<file path="src/rtl/olmc_pkg.sv">
package olmc_pkg;

  typedef enum logic {
    PATH_CLOCKED = 1'b0,
    PATH_DIRECT  = 1'b1
  } path_e;

  typedef struct packed {
    logic level;
    logic enable;
  } drive_t;

endpackage

</file>
<file path="src/rtl/olmc_store.sv">
module olmc_store (
  input  logic clk,
  input  logic rst,
  input  logic clr_async,
  input  logic set_sync,
  input  logic ld_en,
  input  logic ld_val,
  input  logic d,
  output logic q
);

  always_ff @(posedge clk or posedge clr_async) begin
    if (clr_async)
      q <= 1'b0;
    else if (rst)
      q <= 1'b0;
    else if (ld_en)
      q <= ld_val;
    else if (set_sync)
      q <= 1'b1;
    else
      q <= d;
  end

endmodule

</file>
<file path="src/rtl/olmc_drive.sv">
module olmc_drive
  import olmc_pkg::*;
(
  input  path_e  path,
  input  logic   pol_hi,
  input  logic   q,
  input  logic   sum,
  input  logic   oe_term,
  output drive_t drv
);

  logic raw;

  always_comb begin
    raw        = (path == PATH_CLOCKED) ? q : sum;
    drv.level  = pol_hi ? raw : ~raw;
    drv.enable = oe_term;
  end

endmodule

</file>
<file path="src/rtl/olmc_fbk.sv">
module olmc_fbk
  import olmc_pkg::*;
(
  input  path_e  path,
  input  logic   q,
  input  drive_t drv,
  input  logic   pin_in,
  output logic   fb_t,
  output logic   fb_c
);

  logic pad_level;

  always_comb begin
    pad_level = drv.enable ? drv.level : pin_in;
    if (path == PATH_CLOCKED)
      fb_t = ~q;
    else
      fb_t = pad_level;
    fb_c = ~fb_t;
  end

endmodule

</file>
<file path="src/rtl/olmc_bank.sv">
module olmc_bank
  import olmc_pkg::*;
#(
  parameter int CELLS = 2
) (
  input  logic             clk,
  input  logic             rst,
  input  logic [CELLS-1:0] cfg_pol,
  input  logic [CELLS-1:0] cfg_comb,
  input  logic [CELLS-1:0] sum_in,
  input  logic [CELLS-1:0] oe_term,
  input  logic             ar_term,
  input  logic             sp_term,
  input  logic             pl_en,
  input  logic [CELLS-1:0] pl_val,
  input  logic [CELLS-1:0] pin_in,
  output logic [CELLS-1:0] pin_out,
  output logic [CELLS-1:0] pin_oe,
  output logic [CELLS-1:0] fb_true,
  output logic [CELLS-1:0] fb_comp
);

  for (genvar c = 0; c < CELLS; c++) begin : g_cell
    path_e  path;
    logic   q;
    drive_t drv;

    assign path = cfg_comb[c] ? PATH_DIRECT : PATH_CLOCKED;

    olmc_store u_store (
      .clk       (clk),
      .rst       (rst),
      .clr_async (ar_term),
      .set_sync  (sp_term),
      .ld_en     (pl_en),
      .ld_val    (pl_val[c]),
      .d         (sum_in[c]),
      .q         (q)
    );

    olmc_drive u_drive (
      .path    (path),
      .pol_hi  (cfg_pol[c]),
      .q       (q),
      .sum     (sum_in[c]),
      .oe_term (oe_term[c]),
      .drv     (drv)
    );

    olmc_fbk u_fbk (
      .path   (path),
      .q      (q),
      .drv    (drv),
      .pin_in (pin_in[c]),
      .fb_t   (fb_true[c]),
      .fb_c   (fb_comp[c])
    );

    assign pin_out[c] = drv.level;
    assign pin_oe[c]  = drv.enable;
  end

endmodule

</file>
<file path="config.mk">
export PLATFORM = sky130hd
export DESIGN_NAME = olmc_bank
export DESIGN_NICKNAME = d
export VERILOG_FILES = /design/src/rtl/olmc_pkg.sv /design/src/rtl/olmc_store.sv /design/src/rtl/olmc_drive.sv /design/src/rtl/olmc_fbk.sv /design/src/rtl/olmc_bank.sv
export SDC_FILE = /design/constraint.sdc
export NUM_CORES = 1
export LEC_CHECK = 0
export ABC_CLOCK_PERIOD_IN_PS = 3900
export CAP_MARGIN = 40
export CORE_AREA = 2 2 39 41
export CTS_CLUSTER_SIZE = 8
export DETAILED_ROUTE_END_ITERATION = 10
export DIE_AREA = 0 0 41 43
export DONT_BUFFER_PORTS = 1
export GPL_ROUTABILITY_DRIVEN = 0
export PLACE_DENSITY = 0.35
export SYNTH_ARGS = -nofsm -noshare
export SYNTH_HDL_FRONTEND = slang
export SYNTH_HIERARCHICAL = 1
export SYNTH_SLANG_ARGS = --single-unit
export TNS_END_PERCENT = 50
</file>
<file path="constraint.sdc">
create_clock -name clk -period 3.9 [get_ports clk]
set_clock_uncertainty 0.1 [all_clocks]
set_input_delay 0.78 -clock clk [delete_from_list [all_inputs] [get_ports clk]]
set_output_delay 0.78 -clock clk [all_outputs]
set_load 0.03 [all_outputs]
</file>
After elaboration in Yosys (flattened, before gate mapping)
Cells that the tools add are included.
{ "totals": {"rom_bits": 0, "input_bits": 17, "regBits": 2, "latch_bits": 0, "wordCells": 24, "n_memories": 0, "mem_bits_rw": 0} }
{ "op_classes": {"reduce_logical": 0, "shift": 0, "n_eq_ne": 0, "mul": 0, "n_addsub": 0, "n_lt_le_gt_ge": 0, "n_div": 0, "bitwise": 6, "n_mux": 16} }
{ "ops": {"columns": ["operator", "n"], "rows": [
  ["$mux 1", 16],
  ["$not 1->1", 6]
]} }

Logic depth before layout (Yosys ltp)
{ "depth": {"depth_word": 7, "mapped_depth": 4, "mapped_depth_nobuf": 4} }

Hierarchy
Netlist, hierarchy kept.
{ "by_module_without_submodules": {"columns": ["mod", "cells_per_inst", "area_each_um2", "n_inst"], "rows": [
  ["olmc_store", 5, 62.6, 2],
  ["olmc_fbk", 3, 35.0, 2],
  ["olmc_drive", 3, 26.3, 2]
]} }

Least setup slack after synthesis
Ideal clock, no wire load.
{ "synth_path": {"path_type": "input to output", "from": "in cfg_comb[0]", "to": "out fb_true[0]", "setup_slack_ps": 757, "required_time_ps": 3020, "arrival_ps": 2263, "path_stages": 4, "cell_sequence": "mux2i_1 xor2_1 mux2i_1 mux2i_1"} }
{ "synth_via": {"elab_chain_len": 6} }
{ "synth_lines": {"columns": ["element", "line", "source"], "rows": [
  ["start: declaration", "olmc_bank.sv:9", "input logic [CELLS-1:0] cfg_comb,"],
  ["$mux 1 *", "olmc_bank.sv:28", "assign path = cfg_comb[c] ? PATH_DIRECT : PATH_CLOCKED;"],
  ["$mux 1 *", "olmc_drive.sv:15", "raw = (path == PATH_CLOCKED) ? q : sum;"],
  ["$not 1->1", "olmc_drive.sv:16", "drv.level = pol_hi ? raw : ~raw;"],
  ["$mux 1 *", "olmc_drive.sv:16", null],
  ["net pin_out[0]", "olmc_bank.sv:17", "output logic [CELLS-1:0] pin_out,"],
  ["$mux 1 *", "olmc_fbk.sv:15", "pad_level = drv.enable ? drv.level : pin_in;"],
  ["$mux 1 *", "olmc_fbk.sv:16", "if (path == PATH_CLOCKED)"],
  ["end: declaration", "olmc_bank.sv:19", "output logic [CELLS-1:0] fb_true,"]
]} }
The timed path passes the listed nets; every way through them passes the cells marked *.

Worst setup path in the final report
{ "layout_path": {"from": "in cfg_comb[1]", "to": "out fb_true[1]"} }
The elaborated chain is that of the path after synthesis.

==> metrics.yaml <==
cts_buffers: 3
ant_nets: 0
nets: 46
top_register: "g_cell.u_store/q"
drv_cap: 0
syn2layout_area_growth_pct: 23.2
endpoint: "fb_true[1]"
met3_usage_pct: 3.66
rows: 14
grt_usage_pct: 7.22
tritoncts: "yes"
die_w_um: 41
fmax_ghz: 0.382
io_pins: 25
synth_nets: 39
grt_overflow_total: 0
start_kind: "primary input"
largest_reg_flops: 2
crit_fanout: 3
cellLeakagePower_nw: 0.151
wl_per_cell_um: 12.0
grt_pass1_wl_um: 786
dieArea_sq_mm: 0.00176
setup_viol: 0
setup.worst_path.start: "cfg_comb[1]"
drt_iter0_drc: 1
vias: 169
ys_seq_area_share_pct: 20.2
routed_wl_um: 514
synth_compound_area_share_pct: 0
syn_area_per_cell_sq_um: 11.3
portBuffers: 0
drt_pass1_iterations: 3
holdWs_ps: 179
cts_root_buf: "clkbuf_4"
hold_class: "primary input to async pin"
num_antenna_cells: 0
core_sq_mm: 0.00138
outcome: "complete, no violations"
cts_setup_buffers: 0
worst_slew_pin_slew_ps: 185
cts_buffer_depth: 2
yosys.area_share.simple_pct: 27.3
fin_tns_setup_ps: 0
ctsHoldBuffers: 0
ctsResizeCount: 0
dieHeight_um: 43
fillCellCount: 158
ir_drop_mv: 0.0871
slew-limit-headroom_pct: 87.3
grt_max_degree: 5
netlist_instances: 22
final.min_clock_period_ps: 2620
synth_xor_xnor_area_share_pct: 7.07
grt_pass1_vias: 214
clkTransAtPathRegs_ps: 30
p_per_area_mw_per_mm2: 367
synth_top_family_by_area: "multiplexers"
synth_fa_ha_area_share_pct: 0
synth_seq_cells: 2
met2_usage_pct: 12.2
synthMuxAreaShare_pct: 36.4
use_met1_pct: 4.49
worst_ep_arrival_time_ps: 1740
antenna_found_initial: 0
final_max_slew_viol_count: 0
numClockSinks: 2
drive_above_1_share_pct: 55.6
via_per_inst: 3.93
synth_cell_type_count: 8
rsz0062_at_grt: "no"
start_util_pct: 17.9
path_class: "primary input to primary output"
htreeDepth: 1
fin_crit_sh_pct: 67.1
drcViolationCount: 0
synth_area_sq_um: 248
synth_warnings: 6
reg_top3: "g_cell.u_store/q (2)"
busiest_layer: "met2"
critPathCaptureType: "primary output"
final_hold_viol_count: 0
crit_required_ps: 3020
## critical path, stage by stage
cell     delay (ps)
mux2i_1         190
xor2_1          160
buf_4           180
mux2i_1         100
mux2i_1         150
buf_4           180
## where the power goes
| group | internal, mW | switching [mW] |
|---|---|---|
| clock | 0.0339 | 0.0116 |
| sequential | 0.0224 | 0.00111 |
| combinational | 0.0186 | 0.0245 |
| total | 0.0750 | 0.0372 |
## through the flow
step	cells	utilization, %	total power [mW]	instance area [sq um]	setup WS (ps)
5_1_grt	43	22.1	0.121	305	1210
6_report	43	22.1	0.112	305	1280
4_1_cts	43	22.1	0.116	305	1270
2_1_floorplan	22	-	0.0614	248	757
3_5_place_dp	40	20.4	0.0675	283	1280
3_3_place_gp	40	20.4	0.0668	283	1310
## cell usage in the layout, fill, tap and decap left out
| master | instances |
|---|---|
| clkbuf_4 | 3 |
| buf_4 | 4 |
| inv_1 | 2 |
| mux2i_1 | 6 |
| nor2b_4 | 2 |
| mux2_4 | 2 |
| xor2_1 | 2 |
| dfrtp_1 | 2 |
| nor3_2 | 4 |
## logic make-up after synthesis
| family | Yosys count |
|---|---|
| buf+inv | 4 |
| xor+xnor | 2 |
| simple gates | 6 |
| mux | 8 |
| flops | 2 |
## final cells by class
class | count | area [sq um] | share of cell area [%]
multi-input cells | 16 | 175 | 57.4
flip-flops and latches | 2 | 50.0 | 16.4
repair buffers | 4 | 30.0 | 9.84
clock buffers | 3 | 22.5 | 7.38
well taps | 16 | 20.0 | 6.56
inverters | 2 | 7.51 | 2.46
## Yosys cell counts
cell type	n	share of area [%]
nor3_2	4	16
nor2b_4	2	11
inv_1	2	3.0
mux2i_1	6	24
mux2_4	2	12
buf_4	2	6.1
xor2_1	2	7.1
dfrtp_1	2	20
## layer usage
layer | part of all wire (%) | vias up | routed length (um)
li1 | - | 84 | -
met1 | 27 | 73 | 138
met2 | 63 | 12 | 326
met3 | 9.5 | 0 | 49
met4 | 0 | 0 | 0
met5 | 0 | - | 0
## worst min path at each step
stage,to,slack [ps],cells after the start,startpoint
after CTS,g_cell[1].u_store/q$_DFF_PP0_,170,1,ar_term
after floorplan,g_cell[0].u_store/q$_DFF_PP0_,410,1,ar_term
after global routing,g_cell[0].u_store/q$_DFF_PP0_,170,1,ar_term
final,g_cell[0].u_store/q$_DFF_PP0_,180,1,ar_term
after global placement,g_cell[0].u_store/q$_DFF_PP0_,410,1,ar_term
after detailed placement,g_cell[0].u_store/q$_DFF_PP0_,410,1,ar_term
Note: power is estimated with default switching activity, not from simulation.
